**config.mk**
```make
export PLATFORM = sky130hd
export DESIGN_NAME = rtc_regfront
export DESIGN_NICKNAME = d
export VERILOG_FILES = /design/src/rtl/rtc_regfront_pkg.sv /design/src/rtl/rtc_unlock_seq.sv /design/src/rtl/rtc_ctrl_regs.sv /design/src/rtl/rtc_field_map.sv /design/src/rtl/rtc_regfront.sv
export SDC_FILE = /design/constraint.sdc
export NUM_CORES = 1
export LEC_CHECK = 0
export ABC_CLOCK_PERIOD_IN_PS = 3250
export BUFFER_PORTS_ARGS = -buffer_cell sky130_fd_sc_hd__buf_2
export CORE_MARGIN = 4
export CORE_UTILIZATION = 40
export DETAILED_ROUTE_END_ITERATION = 10
export MAX_ROUTING_LAYER = met4
export PLACE_DENSITY_LB_ADDON = 0.2
export SYNTH_ARGS = -nofsm -noshare
export SYNTH_HDL_FRONTEND = slang
export SYNTH_SLANG_ARGS = --single-unit
```
**constraint.sdc**
```tcl
create_clock -name clk -period 3.25 [get_ports clk]
set_clock_uncertainty 0.2 [all_clocks]
set_input_delay 0.65 -clock clk [delete_from_list [all_inputs] [get_ports clk]]
set_output_delay 0.65 -clock clk [all_outputs]
set_load 0.01 [all_outputs]
```
**src/rtl/rtc_regfront_pkg.sv**
```systemverilog
// Package: offsets, key schedule and field constants shared by the
// register front end. Assumes byte offsets and 32-bit word alignment.
package rtc_regfront_pkg;
    localparam int N_KEYS      = 7;      // key writes needed to unlock
    localparam int KEY_BASE    = 'h04;   // first key offset, stride 4
    localparam int OFF_CTL     = 'h20;
    localparam int OFF_DEB     = 'h2C;
    localparam int OFF_STS     = 'h30;
    localparam int OFF_ALM     = 'h7C;
    localparam int FIELD_BASE  = 'h40;
    localparam int FIELD_SPAN  = 'h40;   // two sets of 0x20 each
    localparam int N_FIELDS    = 7;
    localparam int STS_BIT     = 4;

    typedef enum logic {SET_TIME = 1'b0, SET_ALARM = 1'b1} fld_set_e;

    // Key byte expected at a given step of the unlock sequence.
    function automatic logic [7:0] key_value(input int step);
        case (step)
            0: key_value = 8'hC6;
            1: key_value = 8'h9A;
            2: key_value = 8'h59;
            3: key_value = 8'hA3;
            4: key_value = 8'h57;
            5: key_value = 8'h67;
            6: key_value = 8'hD2;
            default: key_value = 8'h00;
        endcase
    endfunction
endpackage

```
**src/rtl/rtc_unlock_seq.sv**
```systemverilog
// Unlock sequencer: counts correct key writes in order and raises
// `unlocked` after the last one. Assumes wr_en is one request cycle.
module rtc_unlock_seq
    import rtc_regfront_pkg::*;
#(
    parameter int ADDR_W = 8
) (
    input  logic              clk,
    input  logic              rst_n,
    input  logic              wr_en,
    input  logic [ADDR_W-1:0] wr_addr,
    input  logic [7:0]        wr_byte,
    output logic              unlocked
);
    localparam int STEP_W = $clog2(N_KEYS + 1);
    localparam int KEY_LAST = KEY_BASE + 4 * (N_KEYS - 1);

    logic [STEP_W-1:0] step;
    logic [ADDR_W-1:0] exp_addr;
    logic              is_key;

    assign unlocked = (step == STEP_W'(N_KEYS));
    assign exp_addr = ADDR_W'(KEY_BASE + 4 * int'(step));
    assign is_key   = (wr_addr[1:0] == 2'b00) &&
                      (wr_addr >= ADDR_W'(KEY_BASE)) && (wr_addr <= ADDR_W'(KEY_LAST));

    // Advance on the expected key, fall back to the start on any other key write.
    always_ff @(posedge clk) begin
        if (!rst_n) begin
            step <= '0;
        end else if (wr_en && is_key && !unlocked) begin
            if (wr_addr == exp_addr && wr_byte == key_value(int'(step)))
                step <= step + STEP_W'(1);
            else
                step <= '0;
        end
    end

    // progress only moves by one, stays, or restarts.
    a_r3_step_moves: assert property (@(posedge clk) disable iff (!rst_n)
        1'b1 |=> (step == '0 || step == $past(step) || step == $past(step) + STEP_W'(1)));
    // once unlocked, stays unlocked until reset.
    a_r2_stays_unlocked: assert property (@(posedge clk) disable iff (!rst_n)
        unlocked |=> unlocked);
endmodule

```
**src/rtl/rtc_ctrl_regs.sv**
```systemverilog
// Control state: counter stop, debounce, alarm status (write-1-clear)
// and alarm control, plus the interrupt. Write strobes arrive pre-gated.
module rtc_ctrl_regs
    import rtc_regfront_pkg::*;
#(
    parameter int DEB_W = 3,
    parameter int ALM_W = 8
) (
    input  logic             clk,
    input  logic             rst_n,
    input  logic             wr_ctl,
    input  logic             wr_deb,
    input  logic             wr_sts,
    input  logic             wr_alm,
    input  logic [7:0]       wbyte,
    input  logic             alarm_hit,
    output logic             stop,
    output logic [DEB_W-1:0] deb,
    output logic             sts,
    output logic [ALM_W-1:0] alm,
    output logic             irq
);
    // Counter stop bit; stopped out of reset.
    always_ff @(posedge clk) begin
        if (!rst_n)      stop <= 1'b1;
        else if (wr_ctl) stop <= wbyte[0];
    end

    // Debounce setting; maximum out of reset.
    always_ff @(posedge clk) begin
        if (!rst_n)      deb <= '1;
        else if (wr_deb) deb <= wbyte[DEB_W-1:0];
    end

    // Alarm status: set by a hit, cleared by writing 1; a hit wins.
    always_ff @(posedge clk) begin
        if (!rst_n) sts <= 1'b0;
        else        sts <= alarm_hit | (sts & ~(wr_sts & wbyte[STS_BIT]));
    end

    // Alarm control register.
    always_ff @(posedge clk) begin
        if (!rst_n)      alm <= '0;
        else if (wr_alm) alm <= wbyte[ALM_W-1:0];
    end

    assign irq = sts & alm[0];

    // status rises only after a hit.
    a_r6_rise_needs_hit: assert property (@(posedge clk) disable iff (!rst_n)
        $rose(sts) |-> $past(alarm_hit));
    // a hit always leaves the status set.
    a_r6_hit_wins: assert property (@(posedge clk) disable iff (!rst_n)
        alarm_hit |=> sts);
    // clear without a hit empties the status.
    a_r6_w1c: assert property (@(posedge clk) disable iff (!rst_n)
        (wr_sts && wbyte[STS_BIT] && !alarm_hit) |=> !sts);
endmodule

```
**src/rtl/rtc_field_map.sv**
```systemverilog
// Field decoder: turns a byte offset into a set/index pair for the
// calendar core and qualifies field loads. Assumes loads arrive pre-gated.
module rtc_field_map
    import rtc_regfront_pkg::*;
#(
    parameter int ADDR_W = 8,
    parameter int FLD_W  = 8
) (
    input  logic              [ADDR_W-1:0] addr,
    input  logic                           wr_en,
    input  logic              [FLD_W-1:0]  wbyte,
    output logic                           hit,
    output fld_set_e                       sel,
    output logic              [2:0]        idx,
    output logic                           fld_wr,
    output logic              [FLD_W-1:0]  fld_wdata
);
    logic [ADDR_W-1:0] off;
    logic              in_rng;
    logic              unused_off;

    assign off        = addr - ADDR_W'(FIELD_BASE);
    assign in_rng     = (addr >= ADDR_W'(FIELD_BASE)) &&
                        (addr <  ADDR_W'(FIELD_BASE + FIELD_SPAN));
    assign sel        = fld_set_e'(off[5]);
    assign idx        = off[4:2];
    assign hit        = in_rng && (off[1:0] == 2'b00) && (idx < 3'(N_FIELDS));
    assign fld_wr     = wr_en && hit;
    assign fld_wdata  = wbyte;
    assign unused_off = ^off[ADDR_W-1:6];
endmodule

```
**src/rtl/rtc_regfront.sv**
```systemverilog
// Register front end of the real-time clock: decodes bus accesses,
// applies write protection, returns read data one cycle later.
// Assumes one request per cycle at most and a combinational fld_rdata.
module rtc_regfront
    import rtc_regfront_pkg::*;
#(
    parameter int ADDR_W = 8,
    parameter int DATA_W = 32,
    parameter int FLD_W  = 8,
    parameter int DEB_W  = 3,
    parameter int ALM_W  = 8
) (
    input  logic              clk,
    input  logic              rst_n,
    input  logic              req_valid,
    input  logic              req_write,
    input  logic [ADDR_W-1:0] req_addr,
    input  logic [DATA_W-1:0] req_wdata,
    output logic              bus_ack,
    output logic [DATA_W-1:0] rsp_rdata,
    output logic              fld_sel,
    output logic [2:0]        fld_idx,
    output logic              fld_wr,
    output logic [FLD_W-1:0]  fld_wdata,
    input  logic [FLD_W-1:0]  fld_rdata,
    input  logic              alarm_hit,
    output logic              cnt_stop,
    output logic [DEB_W-1:0]  deb_cfg,
    output logic [ALM_W-1:0]  alarm_cfg,
    output logic              irq
);
    logic              wr_any, wr_func, rd_any, unlocked;
    logic              is_ctl, is_deb, is_sts, is_alm, is_fld;
    logic              sts;
    fld_set_e          sel_e;
    logic [DATA_W-1:0] rd_mux;
    logic              unused_wd;

    assign wr_any    = req_valid & req_write;
    assign rd_any    = req_valid & ~req_write;
    assign wr_func   = wr_any & unlocked;
    assign is_ctl    = (req_addr == ADDR_W'(OFF_CTL));
    assign is_deb    = (req_addr == ADDR_W'(OFF_DEB));
    assign is_sts    = (req_addr == ADDR_W'(OFF_STS));
    assign is_alm    = (req_addr == ADDR_W'(OFF_ALM));
    assign fld_sel   = sel_e;
    assign unused_wd = ^req_wdata[DATA_W-1:8];

    rtc_unlock_seq #(.ADDR_W(ADDR_W)) u_unlock (
        .clk      (clk),
        .rst_n    (rst_n),
        .wr_en    (wr_any),
        .wr_addr  (req_addr),
        .wr_byte  (req_wdata[7:0]),
        .unlocked (unlocked)
    );

    rtc_ctrl_regs #(.DEB_W(DEB_W), .ALM_W(ALM_W)) u_ctrl (
        .clk       (clk),
        .rst_n     (rst_n),
        .wr_ctl    (wr_func & is_ctl),
        .wr_deb    (wr_func & is_deb),
        .wr_sts    (wr_func & is_sts),
        .wr_alm    (wr_func & is_alm),
        .wbyte     (req_wdata[7:0]),
        .alarm_hit (alarm_hit),
        .stop      (cnt_stop),
        .deb       (deb_cfg),
        .sts       (sts),
        .alm       (alarm_cfg),
        .irq       (irq)
    );

    rtc_field_map #(.ADDR_W(ADDR_W), .FLD_W(FLD_W)) u_fmap (
        .addr      (req_addr),
        .wr_en     (wr_func),
        .wbyte     (req_wdata[FLD_W-1:0]),
        .hit       (is_fld),
        .sel       (sel_e),
        .idx       (fld_idx),
        .fld_wr    (fld_wr),
        .fld_wdata (fld_wdata)
    );

    // Read multiplexer; anything unmapped returns zero.
    always_comb begin
        rd_mux = '0;
        if (is_ctl)      rd_mux = DATA_W'(cnt_stop);
        else if (is_deb) rd_mux = DATA_W'(deb_cfg);
        else if (is_sts) rd_mux = DATA_W'(sts) << STS_BIT;
        else if (is_alm) rd_mux = DATA_W'(alarm_cfg);
        else if (is_fld) rd_mux = DATA_W'(fld_rdata);
    end

    // One-cycle response register.
    always_ff @(posedge clk) begin
        if (!rst_n) begin
            bus_ack   <= 1'b0;
            rsp_rdata <= '0;
        end else begin
            bus_ack   <= req_valid;
            rsp_rdata <= rd_any ? rd_mux : '0;
        end
    end

    // every request is acknowledged in the next cycle, and only then.
    a_r1_ack: assert property (@(posedge clk) disable iff (!rst_n)
        req_valid |=> bus_ack);
    a_r1_no_spurious: assert property (@(posedge clk) disable iff (!rst_n)
        !req_valid |=> !bus_ack);
    // a locked control write leaves the stop bit unchanged.
    a_r4_locked_ctl: assert property (@(posedge clk) disable iff (!rst_n)
        (wr_any && !unlocked && is_ctl) |=> $stable(cnt_stop));
    // core field loads only happen once unlocked.
    a_r8_load_gated: assert property (@(posedge clk) disable iff (!rst_n)
        fld_wr |-> unlocked);
endmodule

```
; ---- Word level (Yosys, flattened, before mapping)
; Index checks and enable logic that the tools add are counted.
[op_classes]
n_addsub = 3
mul = 0
div_mod_pow = 0
order_cmp = 5
eq_ne = 13
n_shift = 0
muxes = 9
n_bitwise = 15
reduce_logical = 18
[op_table]
columns = op, n
row1 = one-hot mux 8 bit (7 select lines), 1
row2 = two-way mux 8 bit, 4
row3 = "== test 8 x 6 -> 1 bit, second input constant", 3
row4 = "== test 3 bit, second input constant", 4
row5 = bitwise AND 1 bit, 10
row6 = logical AND 1 bit, 9
row7 = == test 8 x 6 -> 1 bit, 1
row8 = "== test 8 x 7 -> 1 bit, second input constant", 1
row9 = == test 8 bit, 1
row10 = ">= comparator 8 x 3 -> 1 bit, second input constant", 1
row11 = ">= comparator 8 x 7 -> 1 bit, second input constant", 1
row12 = "less-or-equal comparator 8 x 5 -> 1 bit, second input constant", 1
row13 = "< comparator 8 bit, second input constant", 1
row14 = "adder 3 x 5 -> 6 bit, first input constant", 1
row15 = "== test 3 x 2 -> 1 bit, second input constant", 2
row16 = two-way mux 3 bit, 2
row17 = OR reduction 6 bit, 1
row18 = "subtractor 6 x 1 -> 6 bit, second input constant", 1
row19 = two-way mux 5 bit, 1
row20 = OR reduction 5 bit, 1
row21 = zero test 2 bit, 2
row22 = inverter 1 bit, 4
row23 = OR reduction 4 bit, 1
row24 = "adder 3 x 1 -> 3 bit, second input constant", 1
row25 = 8 further kinds, 8
[word_totals]
reg_bits = 49
latchBits = 0
mem_bits_rw = 0
rom_bits = 0
in_bits = 53
word_cells = 74
memories = 0

; ---- Logic depth before layout (Yosys ltp)
; Gate-level depths: netlist of the first run.
[depth]
depth_word = 10
ltp_mapped = 8
depth_no_buf = 7

; ---- Modules after synthesis
; Synthesis of the first run repeated with hierarchy kept, for this count alone.
[hier_totals]
cells_unflattened = 245
area_unflattened_um2 = 2034.5
[modules_own_cells]
columns = module, instances, cells_per_inst, area_each_um2
row1 = rtc_regfront, 1, 102, 790.8
row2 = rtc_unlock_seq, 1, 84, 635.6
row3 = rtc_ctrl_regs, 1, 43, 483.0
row4 = rtc_field_map, 1, 16, 125.1

; ---- Worst setup path before layout of the first run
; No wires, ideal clock.
[synth_path]
kind = register to output
startpoint = register u_unlock.step[0]
endpoint = output port fld_wr
t_arrival_ps = 1350
path_slack_ps = 1050
path_stages_with_launch = 5
cell_sequence = dfxtp_1 ha_1 ha_1 nand3_1 nor3_1
[synth_via]
elab_chain_cells = 3
[synth_rtl]
columns = item, line_no
row1 = start: declaration, rtc_unlock_seq.sv:18  ; logic [STEP_W-1:0] step;
row2 = start signal: assignment, rtc_unlock_seq.sv:33  ; step <= step + STEP_W'(1);
row3 = == test 3 bit, rtc_unlock_seq.sv:22  ; assign unlocked = (step == STEP_W'(N_KEYS));
row4 = bitwise AND 1 bit, rtc_regfront.sv:41  ; assign wr_func = wr_any & unlocked;
row5 = logical AND 1 bit, rtc_field_map.sv:28  ; assign fld_wr = wr_en && hit;
row6 = end: declaration, rtc_regfront.sv:23  ; output logic fld_wr,
; Every way passes these cells.

; ---- Final worst setup path of the first run
; Same ends and word-level chain as after synthesis.

==> results of run 1 <==
worst paths after layout:
path / start / end / slack (ns) / depth (start not counted)
setup / recovery: u_unlock.step[0]$_SDFFE_PN0P_ / fld_wr / 0.55 / 5
hold / removal: u_ctrl.alm[5]$_SDFFE_PN0P_ / rsp_rdata[5]$_SDFF_PP0_ / 0.31 / 2
hold reg to reg: u_ctrl.alm[5]$_SDFFE_PN0P_ / rsp_rdata[5]$_SDFF_PP0_ / 0.31 / 2
setup reg to reg: u_unlock.step[0]$_SDFFE_PN0P_ / u_unlock.step[2]$_SDFFE_PN0P_ / 0.85 / 7
synth_stat cells (all sizes together), types with 3 or more instances:
master | count | area, µm²
nor3 | 8 | 56.3
clkbuf | 4 | 16.3
nor2 | 6 | 22.5
mux2i | 12 | 120
or2 | 3 | 18.8
a21oi | 17 | 85.1
ha | 6 | 75.1
dfxtp | 25 | 500
inv | 7 | 26.3
nand3 | 16 | 80.1
buf | 38 | 289
nor2b | 12 | 75.1
o21ai | 6 | 30.0
nand2 | 19 | 73.8
a2111oi | 3 | 38.8
cells by family after synthesis:
family / after synthesis / synth area share (%)
compound gates: 38 / 14.4
mux: 13 / 7.51
xor+xnor: 3 / 1.50
flops: 25 / 28.6
other cells: 1 / 0.214
buf+inv: 49 / 18.9
fa+ha+maj: 6 / 4.29
simple gates: 77 / 24.5
cell usage in the layout, fill, tap and decap left out, drive strengths merged, types with 3 or more instances in the layout:
| cell type | Yosys | layout |
|---|---|---|
| a21oi | 17 | 17 |
| nand2 | 19 | 19 |
| o21ai | 6 | 6 |
| nor2 | 6 | 6 |
| mux2i | 12 | 12 |
| buf | 38 | 63 |
| nor2b | 12 | 12 |
| ha | 6 | 6 |
| conb | 1 | 24 |
| dfxtp | 25 | 25 |
| nor3 | 8 | 8 |
| inv | 7 | 7 |
| or2 | 3 | 3 |
| clkbuf | 4 | 4 |
| a2111oi | 3 | 3 |
| nand3 | 16 | 16 |
state kept, by name (all words and copies together) (netlist names):
register,count
rsp_rdata,8
u_unlock.step,3
u_ctrl.deb,3
u_ctrl.alm,8
bus_ack,1
u_ctrl.sts,1
u_ctrl.stop,1
tightest hold or removal path, delay by kind of cell, from the launching register on:
kind,cells,cell delay [ns]
compound gates,1,0.06
flops,1,0.34
simple gates,1,0.07
per-stage QoR:
step | power, mW | util, % | worst slack, ns | cell area [µm²] | cells
6_report | 0.581 | 47.5 | 0.550 | 1950 | 310
5_1_grt | 0.606 | 47.5 | 0.397 | 1950 | 310
4_1_cts | 0.586 | 47.5 | 0.532 | 1950 | 310
3_5_place_dp | 0.401 | 46.4 | 0.692 | 1910 | 306
3_3_place_gp | 0.400 | 46.4 | 0.694 | 1910 | 306
2_1_floorplan | 0.392 | - | 1.05 | 1840 | 235
metal layers:
| layer | global-route usage (%) | vias up |
|---|---|---|
| met1 | 20.8 | 677 |
| li1 | - | 775 |
| met5 | - | - |
| met4 | 4.23 | 0 |
| met2 | 24.3 | 78 |
| met3 | 2.57 | 2 |
power breakdown:
part           leakage [nW]  switching [mW]  internal, mW
registers             0.202        0.000807         0.308
logic                 0.623          0.0555        0.0298
clock network        0.0228          0.0992        0.0876
cell type report:
type	instances	area [µm²]	area share, %
multi-input cells	161	1000	51.4
flip-flops and latches	25	500	25.6
repair buffers	63	315	16.1
well taps	50	62.6	3.20
clock buffers	4	45.0	2.30
inverters	7	26.3	1.34
==> impl_metrics.yaml, run 1 <==
routing:
  drc: 0
  first_iter_violations: 79
  dr_wl_met3_um: 447
  via_per_inst: 4.94
  wl_per_cell_um: 13.7
  drt-total-wl_mm: 4.26
  dr_total_vias: 1532
  firstDrtPassIters: 4
  topRoutingLayerUsed: "met4"
  ant_nets: 0
  met1_length_mm: 1.86
  met2_length_mm: 1.91
run_status:
  status: "finished clean"
die:
  die_area_um2: 5500
  rows: 23
  design.core.area_um2: 4120
  fp.dieH_um: 74.2
  io-pin-count: 112
  initial_utilization_pct: 42.5
  die_w_um: 74.2
cells_and_area:
  drive_gt1_share_pct: 29.6
  syn_to_final_growth_pct: 11.7
  nFillCells: 437
  final_nets: 320
  antennaDiodeCount: 0
cts:
  insertion_delay_ns: 0.26
  h-tree-depth: 1
  ctsRootBufferMaster: "clkbuf_8"
  cts_tree: "yes"
  cts.sinks: 25
  cts_made_buffers: 3
  ctsResizeCount: 0
  clock_path_buffers: 2
  hold_buffers: 0
  clkTransAtPathRegs_ns: 0.08
  cts_setup_buffers: 0
setup_path:
  critPathLaunchType: "flop"
  crit_type: "reg -> out"
  cpPeakStageDelay_ns: 0.45
  critPathBufInv: 1
  required_ns: 2.40
  critPathCaptureType: "output pin"
  cpMostUsedCell: "ha_1"
  cp.arrival_ns: 1.85
  cp_max_fo: 6
  crit_family: "adder cells"
  slowest_stage: "dfxtp_1"
  crit_chain: "ha_1, ha_1, nand3_1, nor3_1, buf_2"
global_route:
  globalRouteOverflowTotal: 0
  grt_max_degree: 19
  grt_use_total_pct: 15.6
  grt_antenna_before_repair: 0
  grt_pass1_vias: 1305
  grt_pass1_wl_mm: 6.42
sta:
  finalSetupViolations: 0
  hold-worst-slack_ns: 0.307
  min_period_over_period_pct: 83.1
  hold_violations: 0
  slew_viol_final: 0
  slew_headroom_pct: 62.7
  max_freq_mhz: 370
  rsz0062_at_grt: "false"
  post-route-min-period_ns: 2.70
  tns_ns: 0
  worst_pin_slew_ns: 0.558
run:
  drv_cap: 0
logic_synthesis:
  ys_types: 47
  yosys_warnings: 0
  synthesis.area_um2: 1750
  synth_top_flop_cell: "dfxtp_1"
  syn_inst: 212
  syn_area_per_cell_um2: 8.26
  async_reset_ff_share_pct: 0
  yosys_register_bits: 25
  synth_edf_count: 0
  ys_seq_area_share_pct: 28.6
hold_path:
  hp-class: "reg -> reg"
placement:
  dpl.hpwl_mm: 3.39
  gp_congestion: 0.857
  portBuffers: 63
power:
  power_leakage_nw: 0.848
  ir_drop_v: 0.000147
  p_per_area_nw_per_um2: 297
Note: power is estimated with default switching activity, not from simulation.
==> run 2: changes to the inputs <==
--- a/config.mk
+++ b/config.mk
@@ -5,10 +5,11 @@
 export SDC_FILE = /design/constraint.sdc
 export NUM_CORES = 1
 export LEC_CHECK = 0
-export ABC_CLOCK_PERIOD_IN_PS = 3250
+export ABC_AREA = 1
+export ABC_CLOCK_PERIOD_IN_PS = 2400
 export BUFFER_PORTS_ARGS = -buffer_cell sky130_fd_sc_hd__buf_2
 export CORE_MARGIN = 4
-export CORE_UTILIZATION = 40
+export CORE_UTILIZATION = 39
 export DETAILED_ROUTE_END_ITERATION = 10
 export MAX_ROUTING_LAYER = met4
 export PLACE_DENSITY_LB_ADDON = 0.2
==> constraint.sdc (replaced) <==
create_clock -name clk -period 2.4 [get_ports clk]
set_clock_uncertainty 0.2 [all_clocks]
set_input_delay 0.48 -clock clk [delete_from_list [all_inputs] [get_ports clk]]
set_output_delay 0.48 -clock clk [all_outputs]
set_load 0.01 [all_outputs]
==> impl_metrics.yaml, run 2 <==
setup_path:
  critPathLaunchType: "flop"
  critPathCaptureType: "output pin"
  rr_worst_depth: 8
  crit_chain: "ha_2, ha_1, inv_1, nor2_2, inv_2, nor3_2, buf_2"
  crit_family: "flip-flops"
  crit_type: "reg -> out"
  cp_max_fo: 8
  cp.depth: 7
  critPathBufInv: 3
  required_ns: 1.72
  slowest_stage: "dfxtp_4"
  cpPeakStageDelay_ns: 0.40
  cp.arrival_ns: 1.56
die:
  fp.dieH_um: 76.3
  die_area_um2: 5820
  rows: 24
  design.core.area_um2: 4440
  initial_utilization_pct: 41.0
  io-pin-count: 112
  die_w_um: 76.3
logic_synthesis:
  synthesis.area_um2: 1820
  synth-adder-area-share_pct: 4.12
  synth_xor_area_share_pct: 0.481
  synth.most_common_cell: "nand2_1"
  yosys-top-cells-count: "nand2_1 (66), inv_1 (37), buf_4 (36)"
  ys_types: 31
  syn_inst: 270
  muxShareOfSynthArea_pct: 0
  netlist.area_leader.share_pct: 27.5
  synthTopCellsByArea: "dfxtp_1 (27%), buf_4 (15%), nand2_1 (14%), inv_1 (7.6%), nor2_1 (4.7%)"
  yosys_warnings: 0
  yosys_register_bits: 25
  synth-compound-area-share_pct: 12.9
  syn_area_per_cell_um2: 6.74
  synth_top_family_by_area: "simple AND/OR/NAND/NOR gates"
  async_reset_ff_share_pct: 0
  synth_edf_count: 0
  synth-simple-area-share_pct: 30.2
  yosysTopAreaCell: "dfxtp_1"
  synth_top_flop_cell: "dfxtp_1"
  ys_seq_area_share_pct: 27.5
cts:
  insertion_delay_ns: 0.26
  hold_buffers: 0
  clock_path_buffers: 2
  h-tree-depth: 1
  cts_made_buffers: 3
  clkTransAtPathRegs_ns: 0.09
  cts_tree: "yes"
  cts_setup_buffers: 0
  cts.sinks: 25
  ctsRootBufferMaster: "clkbuf_8"
power:
  power_uw: 788
  ir_drop_v: 0.000235
  power_leakage_nw: 1.12
  p_per_area_nw_per_um2: 377
hold_path:
  whs_path_depth: 3
  hp-class: "in -> reg"
global_route:
  grt_pass1_vias: 1653
  globalRouteOverflowTotal: 0
  grt_use_total_pct: 15.9
  grt_antenna_before_repair: 0
  grt_pass1_wl_mm: 7.69
  grt_max_degree: 17
cells_and_area:
  top_regs: "rsp_rdata: 8 flops, u_ctrl.alm: 8 flops"
  fin_util_pct: 47.0
  final_nets: 386
  mostFrequentLayoutCell: "nand2_1"
  syn_to_final_growth_pct: 14.7
  final_cell_mix: "nand2_1 (66), buf_2 (63), inv_1 (36)"
  nFillCells: 483
  drive_gt1_share_pct: 27.3
  antennaDiodeCount: 0
routing:
  drt-total-wl_mm: 4.24
  dr_total_vias: 1703
  via_per_inst: 4.51
  wl_per_cell_um: 11.2
  firstDrtPassIters: 4
  ant_nets: 0
  drc: 0
  first_iter_violations: 57
placement:
  dp_slack_ns: 0.193
  portBuffers: 63
  dpl.hpwl_mm: 3.60
  gp_congestion: 0.822
run_status:
  status: "finished clean"
sta:
  slew_viol_final: 0
  post-route-min-period_ns: 2.24
  hold-worst-slack_ns: 0.247
  hold_violations: 0
  min_period_over_period_pct: 93.1
  max_freq_mhz: 447
  rsz0062_at_grt: "false"
  tns_ns: 0
  finalSetupViolations: 0
  fin_ws_ns: 0.165
run:
  drv_cap: 0
==> run 2: cell types whose count changed after synthesis, moves of 7 or more <==
cell,previous run,this run
nand4_1,1,8
inv_1,7,37
nand3_1,16,8
nor2_1,6,23
nand2_1,18,66
mux2i_1,12,0
nor2b_1,12,0
a211oi_1,1,8
==> run 2: path summary, 6_finish.rpt <==
kind / startpoint / to / slack [ns]
max: u_unlock.step[0]$_SDFFE_PN0P_ / fld_wr / 0.16
min: fld_rdata[5] / rsp_rdata[5]$_SDFF_PP0_ / 0.25
max reg2reg: u_unlock.step[0]$_SDFFE_PN0P_ / u_unlock.step[0]$_SDFFE_PN0P_ / 0.35
min reg2reg: u_ctrl.alm[4]$_SDFFE_PN0P_ / u_ctrl.alm[4]$_SDFFE_PN0P_ / 0.28
==> run 2: layout make-up <==
type / instances / area, µm² / share of cell area (%)
clock buffer: 3 / 41.3 / 1.98
clock inverter: 1 / 5.00 / 0.240
inverter: 39 / 149 / 7.13
multi-input combinational: 190 / 970 / 46.4
sequential: 25 / 505 / 24.2
tap: 52 / 65.1 / 3.12
timing repair buffer: 68 / 353 / 16.9
==> run 2: power by group <==
part / internal, mW / switching (mW)
clock: 0.116 / 0.133
sequential: 0.416 / 0.00139
combinational: 0.0417 / 0.0795
total: 0.574 / 0.214
==> run 2: what timing repair did <==
| item | 4_1_cts | 5_1_grt |
|---|---|---|
| resized for setup | 3 | 4 |
| cloned | 0 | 0 |
| setup endpoints to repair | 1 | 1 |
==> run 2: logic make-up (layout without fill, tap and decap cells) <==
logic type	count (synthesis)	in the layout
AO/OA/AOI/OAI	37	37
XOR/XNOR	1	1
adder cells (fa/ha/maj)	6	6
buffers and inverters	78	111
flip-flops	25	25
other	1	24
AND/OR/NAND/NOR	122	122
==> run 2: worst min-delay path, cell delays in order <==
cell and delay, ns:
buf_2 0.09, nand2_1 0.05, a21oi_1 0.05
==> run 2: layer usage <==
metal	part of all wire [%]	track usage, %	vias to the layer above
met4	0.99	3.44	0
met3	6.1	3.78	4
met2	46	25.6	54
li1	-	-	924
met1	47	20.4	721
met5	0	-	-
==> run 2: metrics by stage <==
stage / area [µm²] / cells
after floorplan: 1910 / 293
after global placement: 2030 / 374
after detailed placement: 2030 / 374
after CTS: 2080 / 378
after global routing: 2090 / 378
final: 2090 / 378
